File: src/rtl/txdma_pkg.sv
package txdma_pkg;

    localparam int FLG_SOP = 31;
    localparam int FLG_EOP = 30;
    localparam int FLG_OWN = 29;
    localparam int FLG_EOQ = 28;

    localparam logic [31:0] TDOWN_CODE = 32'hFFFF_FFFC;

    typedef enum logic [1:0] {
        SEL_HEAD  = 2'd0,
        SEL_COMP  = 2'd1,
        SEL_TDOWN = 2'd2,
        SEL_NONE  = 2'd3
    } sw_sel_e;

    typedef enum logic [2:0] {
        ST_IDLE, ST_FETCH, ST_CHECK, ST_STREAM, ST_WB
    } ctrl_st_e;

    typedef enum logic [2:0] {
        SS_IDLE, SS_ISSUE, SS_WAIT, SS_SEND, SS_FIN
    } str_st_e;

    typedef struct packed {
        logic [31:0] next;
        logic [31:0] buf_addr;
        logic [15:0] offset;
        logic [31:0] flags_len;
    } txdesc_t;

    function automatic logic desc_ready(input logic [31:0] w);
        return w[FLG_SOP] & w[FLG_EOP] & w[FLG_OWN];
    endfunction

    function automatic logic [31:0] wb_word(input logic [31:0] w, input logic last);
        logic [31:0] r;
        r          = w;
        r[FLG_OWN] = 1'b0;
        r[FLG_EOQ] = last;
        return r;
    endfunction

    function automatic logic [7:0] byte_lane(input logic [31:0] w, input logic [1:0] k);
        return 8'(w >> {k, 3'b000});
    endfunction

endpackage

File: src/rtl/txdma_regs.sv
module txdma_regs
    import txdma_pkg::*;
(
    input  logic        clk,
    input  logic        rst,
    input  logic        sw_we,
    input  logic [1:0]  sw_sel,
    input  logic [31:0] sw_wdata,
    input  logic        busy,
    input  logic        complete,
    input  logic [31:0] cur_addr,
    output logic        head_wr,
    output logic        tdown,
    output logic        raw,
    output logic [31:0] cp
);
    sw_sel_e sel;
    logic    ack;

    assign sel     = sw_sel_e'(sw_sel);
    assign head_wr = sw_we && (sel == SEL_HEAD) && !busy;
    assign tdown   = sw_we && (sel == SEL_TDOWN);
    assign ack     = sw_we && (sel == SEL_COMP) && (sw_wdata == cp);

    always_ff @(posedge clk) begin
        if (rst) begin
            raw <= 1'b0;
            cp  <= '0;
        end else begin
            if (tdown)
                cp <= TDOWN_CODE;
            else if (complete)
                cp <= cur_addr;
            // a fresh completion outranks an acknowledge in the same cycle
            if (complete)
                raw <= 1'b1;
            else if (ack)
                raw <= 1'b0;
        end
    end
endmodule

File: src/rtl/txdma_streamer.sv
module txdma_streamer
    import txdma_pkg::*;
#(
    parameter int LEN_W = 16
) (
    input  logic             clk,
    input  logic             rst,
    input  logic             start,
    input  logic             abort,
    input  logic [31:0]      start_addr,
    input  logic [LEN_W-1:0] length,
    input  logic [31:0]      rdata,
    input  logic             tx_ready,
    output logic             rd_req,
    output logic [31:0]      rd_addr,
    output logic             tx_valid,
    output logic [7:0]       tx_data,
    output logic             tx_sop,
    output logic             tx_eof,
    output logic             done
);
    localparam logic [LEN_W-1:0] ONE = LEN_W'(1);

    str_st_e          st;
    logic [31:0]      ptr;
    logic [LEN_W-1:0] remain;
    logic [31:0]      word;
    logic             first;

    always_ff @(posedge clk) begin
        if (rst) begin
            st     <= SS_IDLE;
            ptr    <= '0;
            remain <= '0;
            word   <= '0;
            first  <= 1'b0;
        end else if (abort) begin
            st <= SS_IDLE;
        end else begin
            case (st)
                SS_IDLE: if (start) begin
                    ptr    <= start_addr;
                    remain <= length;
                    first  <= 1'b1;
                    st     <= (length == '0) ? SS_FIN : SS_ISSUE;
                end
                SS_ISSUE: st <= SS_WAIT;
                SS_WAIT: begin
                    word <= rdata;
                    st   <= SS_SEND;
                end
                SS_SEND: if (tx_ready) begin
                    ptr    <= ptr + 32'd1;
                    remain <= remain - ONE;
                    first  <= 1'b0;
                    if (remain == ONE)
                        st <= SS_FIN;
                    else if (ptr[1:0] == 2'b11)
                        st <= SS_ISSUE;
                end
                SS_FIN:  st <= SS_IDLE;
                default: st <= SS_IDLE;
            endcase
        end
    end

    always_comb begin
        rd_req   = (st == SS_ISSUE);
        rd_addr  = {ptr[31:2], 2'b00};
        tx_valid = (st == SS_SEND);
        tx_data  = byte_lane(word, ptr[1:0]);
        tx_sop   = tx_valid && first;
        tx_eof   = tx_valid && (remain == ONE);
        done     = (st == SS_FIN);
    end
endmodule

File: src/rtl/txdma_ctrl.sv
module txdma_ctrl
    import txdma_pkg::*;
#(
    parameter int LEN_W = 16
) (
    input  logic             clk,
    input  logic             rst,
    input  logic             head_wr,
    input  logic [31:0]      head_addr,
    input  logic             tdown,
    input  logic [31:0]      rdata,
    input  logic             stream_done,
    output logic             rd_req,
    output logic [31:0]      rd_addr,
    output logic             wr_req,
    output logic [31:0]      wr_addr,
    output logic [31:0]      wr_data,
    output logic             stream_start,
    output logic [31:0]      stream_addr,
    output logic [LEN_W-1:0] stream_len,
    output logic             complete,
    output logic [31:0]      cur_addr,
    output logic             busy
);
    localparam int WORDS = 4;
    localparam int CNT_W = $clog2(WORDS + 1);
    localparam logic [CNT_W-1:0] LAST_CNT = CNT_W'(WORDS);

    ctrl_st_e         st;
    logic [31:0]      dsc_addr;
    logic [CNT_W-1:0] cnt;
    txdesc_t          dsc;

    always_ff @(posedge clk) begin
        if (rst) begin
            st       <= ST_IDLE;
            dsc_addr <= '0;
            cnt      <= '0;
            dsc      <= '0;
        end else if (tdown) begin
            st <= ST_IDLE;
        end else begin
            case (st)
                ST_IDLE: if (head_wr && head_addr != '0) begin
                    dsc_addr <= head_addr;
                    cnt      <= '0;
                    st       <= ST_FETCH;
                end
                ST_FETCH: begin
                    cnt <= cnt + 1'b1;
                    case (cnt)
                        CNT_W'(1): dsc.next      <= rdata;
                        CNT_W'(2): dsc.buf_addr  <= rdata;
                        CNT_W'(3): dsc.offset    <= rdata[31:16];
                        CNT_W'(4): dsc.flags_len <= rdata;
                        default: ;
                    endcase
                    if (cnt == LAST_CNT)
                        st <= ST_CHECK;
                end
                ST_CHECK:  st <= desc_ready(dsc.flags_len) ? ST_STREAM : ST_IDLE;
                ST_STREAM: if (stream_done) st <= ST_WB;
                ST_WB: begin
                    if (dsc.next != '0) begin
                        dsc_addr <= dsc.next;
                        cnt      <= '0;
                        st       <= ST_FETCH;
                    end else begin
                        st <= ST_IDLE;
                    end
                end
                default: st <= ST_IDLE;
            endcase
        end
    end

    always_comb begin
        rd_req       = (st == ST_FETCH) && (cnt < LAST_CNT);
        rd_addr      = dsc_addr + (32'(cnt) << 2);
        wr_req       = (st == ST_WB) && !tdown;
        wr_addr      = dsc_addr + 32'd12;
        wr_data      = wb_word(dsc.flags_len, dsc.next == '0);
        stream_start = (st == ST_CHECK) && desc_ready(dsc.flags_len);
        stream_addr  = dsc.buf_addr + {16'h0000, dsc.offset};
        stream_len   = dsc.flags_len[LEN_W-1:0];
        complete     = wr_req;
        cur_addr     = dsc_addr;
        busy         = (st != ST_IDLE);
    end
endmodule

File: src/rtl/txdma_channel.sv
module txdma_channel
    import txdma_pkg::*;
#(
    parameter int LEN_W = 16
) (
    input  logic        clk,
    input  logic        rst,
    input  logic        sw_we,
    input  logic [1:0]  sw_sel,
    input  logic [31:0] sw_wdata,
    output logic        busy,
    output logic        raw_status,
    output logic [31:0] comp_ptr,
    output logic        mem_rd,
    output logic        mem_we,
    output logic [31:0] mem_addr,
    output logic [31:0] mem_wdata,
    input  logic [31:0] mem_rdata,
    output logic        tx_valid,
    input  logic        tx_ready,
    output logic [7:0]  tx_data,
    output logic        tx_sop,
    output logic        tx_eof
);
    logic             head_wr, tdown, complete, s_start, s_done;
    logic             c_rd, c_wr, s_rd;
    logic [31:0]      c_raddr, c_waddr, c_wdata, s_raddr, s_addr, cur_addr;
    logic [LEN_W-1:0] s_len;

    txdma_regs u_regs (
        .clk(clk), .rst(rst), .sw_we(sw_we), .sw_sel(sw_sel), .sw_wdata(sw_wdata),
        .busy(busy), .complete(complete), .cur_addr(cur_addr),
        .head_wr(head_wr), .tdown(tdown), .raw(raw_status), .cp(comp_ptr)
    );

    txdma_ctrl #(.LEN_W(LEN_W)) u_ctrl (
        .clk(clk), .rst(rst), .head_wr(head_wr), .head_addr(sw_wdata), .tdown(tdown),
        .rdata(mem_rdata), .stream_done(s_done),
        .rd_req(c_rd), .rd_addr(c_raddr), .wr_req(c_wr), .wr_addr(c_waddr), .wr_data(c_wdata),
        .stream_start(s_start), .stream_addr(s_addr), .stream_len(s_len),
        .complete(complete), .cur_addr(cur_addr), .busy(busy)
    );

    txdma_streamer #(.LEN_W(LEN_W)) u_str (
        .clk(clk), .rst(rst), .start(s_start), .abort(tdown), .start_addr(s_addr),
        .length(s_len), .rdata(mem_rdata), .tx_ready(tx_ready),
        .rd_req(s_rd), .rd_addr(s_raddr), .tx_valid(tx_valid), .tx_data(tx_data),
        .tx_sop(tx_sop), .tx_eof(tx_eof), .done(s_done)
    );

    always_comb begin
        mem_rd    = c_rd | s_rd;
        mem_we    = c_wr;
        mem_wdata = c_wdata;
        if (c_wr)
            mem_addr = c_waddr;
        else if (c_rd)
            mem_addr = c_raddr;
        else
            mem_addr = s_raddr;
    end
endmodule

File: config.mk
export PLATFORM = sky130hd
export DESIGN_NAME = txdma_channel
export DESIGN_NICKNAME = d
export VERILOG_FILES = /design/src/rtl/txdma_pkg.sv /design/src/rtl/txdma_regs.sv /design/src/rtl/txdma_streamer.sv /design/src/rtl/txdma_ctrl.sv /design/src/rtl/txdma_channel.sv
export SDC_FILE = /design/constraint.sdc
export NUM_CORES = 1
export LEC_CHECK = 0
export ABC_AREA = 1
export BUFFER_PORTS_ARGS = -buffer_cell sky130_fd_sc_hd__buf_2
export CAP_MARGIN = 10
export CORE_ASPECT_RATIO = 0.9
export CORE_UTILIZATION = 60
export DETAILED_ROUTE_END_ITERATION = 10
export PLACE_DENSITY = 0.83
export REMOVE_ABC_BUFFERS = 1
export SYNTH_ARGS = -nofsm -noshare
export SYNTH_HDL_FRONTEND = slang
export SYNTH_SLANG_ARGS = --single-unit
File: constraint.sdc
create_clock -name clk -period 3.1 [get_ports clk]
set_input_delay 0.155 -clock clk [delete_from_list [all_inputs] [get_ports clk]]
set_output_delay 0.155 -clock clk [all_outputs]
set_load 0.03 [all_outputs]
**Word level (Yosys, flattened, before mapping)**

Index checks and enable logic that the tools add are counted.

- Flip-flop bits (word level): 267
- Bits of input ports: 70
- Output and inout port bits: 111
- Logic and storage cells: 121

- Add/subtract/negate cells: 6
- Magnitude comparators: 1
- Eq/ne operators: 24
- Shifts and indexed selects: 1
- Multiplexer cells: 33
- Bitwise gates (word level): 4
- Reductions and logical operators: 37

Operators with widths:

| kind | count |
|---|---|
| two-way mux 32 bit | 8 |
| case mux 32 bit (2 select lines) | 2 |
| nonzero test 32 bit | 2 |
| adder 32 x 1 -> 32 bit (second input constant) | 1 |
| adder 32 x 16 -> 32 bit | 1 |
| adder 32 x 4 -> 32 bit (second input constant) | 1 |
| adder 32 x 5 -> 32 bit | 1 |
| == test 32 bit | 1 |
| zero test 32 bit | 1 |
| two-way mux 16 bit | 2 |
| case mux 16 bit (2 select lines) | 1 |
| >> shifter 32 x 5 -> 8 bit | 1 |
| two-way mux 3 bit | 10 |
| == test 3 x 2 -> 1 bit (second input constant) | 6 |
| AND reduction 3 bit | 6 |
| == test 16 x 1 -> 1 bit (second input constant) | 1 |
| zero test 16 bit | 1 |
| subtractor 16 x 1 -> 16 bit (second input constant) | 1 |
| case mux 3 bit (5 select lines) | 1 |
| case mux 3 bit (4 select lines) | 1 |
| AND reduction 4 bit | 3 |
| logical AND 1 bit | 11 |
| == test 3 x 1 -> 1 bit (second input constant) | 3 |
| == test 3 bit (second input constant) | 3 |
| other kinds (21) | 37 |

**Logic depth before layout (Yosys ltp)**

- Depth after elaboration: 6
- Depth in mapped cells: 13
- Gate-level depth less buffers: 13

**By module**

A second synthesis with hierarchy kept.

- Cells, all modules: 2771
- Area, all modules: 17330.4 um^2

By module, submodules not included:

| module | instances | cells an instance | area each (um^2) | seq. area each (um^2) |
|---|---|---|---|---|
| txdma_ctrl | 1 | 1386 | 9135.0 | 2982.9 |
| txdma_streamer | 1 | 894 | 5330.1 | 1681.6 |
| txdma_regs | 1 | 250 | 1791.7 | 660.6 |
| txdma_channel | 1 | 241 | 1073.5 | 0.0 |

**Worst setup path after synthesis**

Ideal clock, no wire load.

- Kind: flip-flop to output port
- Start: reg u_ctrl.cnt[0]
- End: out mem_addr[12]
- Arrival time: 2.021 ns
- Data required time: 2.945 ns
- Slack: 0.924 ns
- Stages on the path, launching flop included: 10
- Buffers on the path: 0
- Cells stage by stage: dfxtp_1 -> ha_1 -> fa_1 -> a21oi_1 -> nor2_1 -> nand2_1 -> inv_1 -> nand2_1 -> xor2_1 -> a21oi_1

- Word-level cells in the longest chain between the ends: 4
- Elaborated cells on any way between the ends: 5
- Classes of those cells: 1 x add/sub; 1 x order compare; 2 x mux; 1 x reduce/logical

RTL lines:

| what | line | RTL |
|---|---|---|
| start, declared | txdma_ctrl.sv:31 | `logic [CNT_W-1:0] cnt;` |
| start signal, assigned | txdma_ctrl.sv:50 | `cnt <= cnt + 1'b1;` |
| parallel branches: the longest is 2 deep, another holds adder 32 x 5 -> 32 bit | -- |  |
| two-way mux 32 bit (*) | txdma_channel.sv:57 | `else if (c_rd)` |
| two-way mux 32 bit (*) | txdma_channel.sv:55 | `if (c_wr)` |
| end, declared | txdma_channel.sv:16 | `output logic [31:0] mem_addr,` |

Every way passes the cells marked *.

**Final worst setup path**

- Start: reg u_ctrl.cnt[2]
- End: out mem_addr[15]

Same word-level chain as after synthesis.

==> out/results.tsv <==
metric	value	unit
gr busiest metal	met2	
area occupied by registers	5325	um^2
Placed Cells	2871	
number of I/O pins	181	
Cell Chain, Critical Path	ha_4 -> nand3_1 -> nand2_1 -> nand2_2 -> nor2_4 -> nand2_2 -> nor2_4 -> buf_4 -> xor2_1 -> nand2_1 -> o211ai_1 -> buf_2	
core area	26070	um^2
WHS	40.04	ps
crit path kind	register to output pin	
first-pass GRT wire length	89.89	mm
Layout Cells excl Fill	2973	
fin. max-slew vios	0	
share of layout cells above drive strength 1	0.1190	
vias in the first global route	16223	
register bit total from synthesis	266	
DIE AREA	27150	um^2
hold crit path type	primary input to register	
Finished Core Util	0.6948	
Clock Latency Late Sink	590	ps
crit-path max FO	5	
unique cell type count in the Yosys netlist	54	
htree depth	1	
I/O Buffers	179	
chip width	173.6	um
TritonCTS clock tree	done	
pin slew with the least headroom to its limit	967.1	ps
total congestion overflow	0	
RSZ-0062 raised after global routing	yes	
CTS sink cnt	266	
Crit path required time	2940	ps
synthesized netlist cell count	2462	
outcome	completed	
CTS Root Buffer Type	clkbuf_16	
Final Total Pwr	8.808	mW
gr usage total	0.4247	
slowest cell on the critical path	dfxtp_1	
Post-synth ARST share	0	
Syn Std Cell Area	15890	um^2
WL/cell	20.08	um
DR iter-0 viols	2274	
met1 Usage GRT	0.5614	
post-DP HPWL	42.08	mm
Vias	17896	
row count	56	
Tmin final	3032	ps
CP Launch Type	register	
Setup crit end kind	output pin	
min setup slack post-route	68.25	ps
Mapped Avg Cell Area	6.456	um^2
antenna violations before repair	2	
Max-slew headroom	0.3545	
Post-Place Worst Slack	575.6	ps
final net count	2702	
Pleak	7.991	nW
Hold Vio Cnt, Final	0	
fillers	2254	
die height	156.4	um
CP arrival	2880	ps
M2 GR Usage	0.6743	
clk_skew	44.90	ps
maximum operating frequency	329.8	MHz
VDD IR-drop max	0.5266	mV
final setup fails	0	
fin crit share	0.9780	
Num CTS Buffers	28	
Initial Util	0.6098	
Placer Congestion	1.004	
clock-pin slew on the worst setup and hold paths	60	ps
Pre-antenna DRT Iters	6	
CTS Buffer Depth	3	
multi-input logic area	8828	um^2
met3 Use GR	0.06511	
Pwr Density	486.3	nW/um^2
Via density	6.020	
Critical Path Max Stage Delay	400	ps
WL final	59.70	mm
register area share after synthesis	0.3350	
synth warn	0	
Residual DRC	0	
EDFF count, synth	0	
largest net degree at the start of global routing	68	
Final ANT Viol Nets	0	
Max Cap Violations	0	
prevailing post-synth register cell	dfxtp_1	
P&R area growth vs syn	13.95	%
final cells by class:
type	count	area share
multi-input cells	1788	0.4875
flip-flops and latches	266	0.2940
clock buffers	41	0.04525
diodes	3	0.0004145
clock inverters	9	0.006908
repair buffers	250	0.08594
inverters	268	0.05596
well taps	348	0.02404
layout by cell type (no fill, tap or decap), types with 30 or more instances in the layout:
cell type	count
nand2_1	469
nor2_1	369
o21ai_0	306
dfxtp_1	266
inv_1	251
a21oi_1	214
buf_2	178
nand3_1	110
xor2_1	60
nor3_1	45
dlygate4sd3_1	40
nand4_1	33
buf_4	30
report_power, final:
group          internal (mW)  switching (mW)  total [mW]  leakage, nW
clock network           2.00            1.46        3.46        0.458
logic                  0.482            1.13        1.61         5.38
registers               3.56           0.172        3.74         2.15
cells by family after synthesis:
family / count (synthesis) / synth area share
XOR/XNOR: 75 / 0.04133
AO/OA/AOI/OAI: 601 / 0.1994
other: 1 / 0.0002359
AND/OR/NAND/NOR: 1081 / 0.2888
buffers and inverters: 408 / 0.1106
adder cells (fa/ha/maj): 30 / 0.02456
flip-flops: 266 / 0.3350
synthesized netlist by cell type (33+ instances only):
cell type    n  area [um^2]
clkbuf_1    60        225.2
nor3_1      45        225.2
a21oi_1    214         1071
inv_1      252        945.9
nand4_1     33        206.5
nor2_1     370         1389
nand2_1    470         1764
dfxtp_1    266         5325
buf_4       39        292.8
o21ai_0    306         1531
nand3_1    110        550.5
xor2_1      60        525.5
worst paths after layout:
kind	start	depth (start not counted)	slack, ps	endpoint
worst min register to register	u_regs.raw$_SDFFE_PP0P_	2	460	u_regs.raw$_SDFFE_PP0P_
worst max register to register	u_ctrl.st[2]$_SDFFE_PP0P_	8	490	u_ctrl.cur_addr[6]$_SDFFE_PP0P_
worst max-delay path	u_ctrl.cnt[2]$_SDFFE_PP0P_	12	70	mem_addr[15]
worst min-delay path	sw_wdata[7]	5	40	u_ctrl.cur_addr[7]$_SDFFE_PP0P_
worst max-delay path: cells and delay by family, from the launching register on:
family          cells  cell delay [ps]
compound gates      1              100
xor+xnor            1              130
flops               1              400
fa+ha+maj           1              330
simple gates        7              940
buf+inv             2              370
sequential cells by signal (all words and copies together), names as in the netlist:
name,cells
u_ctrl.dsc,81
u_ctrl.cur_addr,32
u_regs.cp,32
u_str.ptr,32
u_str.word,32
u_ctrl.stream_len,16
u_str.remain,16
u_ctrl.wr_data,14
u_ctrl.cnt,3
u_ctrl.st,3
u_str.st,3
u_regs.raw,1
u_str.first,1
per-stage QoR:
step | TNS (ps) | cell area, um^2
final | 0 | 18110
after global routing | -58.92 | 18110
after CTS | 0 | 18020
after detailed placement | 0 | 16670
after global placement | 0 | 16670
after floorplan | 0 | 15140
timing repair:
| action | in CTS | in global routing |
|---|---|---|
| gates resized for setup | 1 | 5 |
| endpoints found under the hold margin | 94 | 0 |
| buffers inserted | 0 | 9 |
| hold buffers | 40 | 0 |
| pin swaps | 0 | 3 |
| setup endpoints to repair | 1 | 14 |
metal layers:
metal	vias to the layer above	wire length [um]
met3	199	6092
met4	0	3025
li1	8314	-
met2	1116	26240
met1	8267	24340
met5	-	0
No activity file was read; power rests on OpenSTA's default activity.
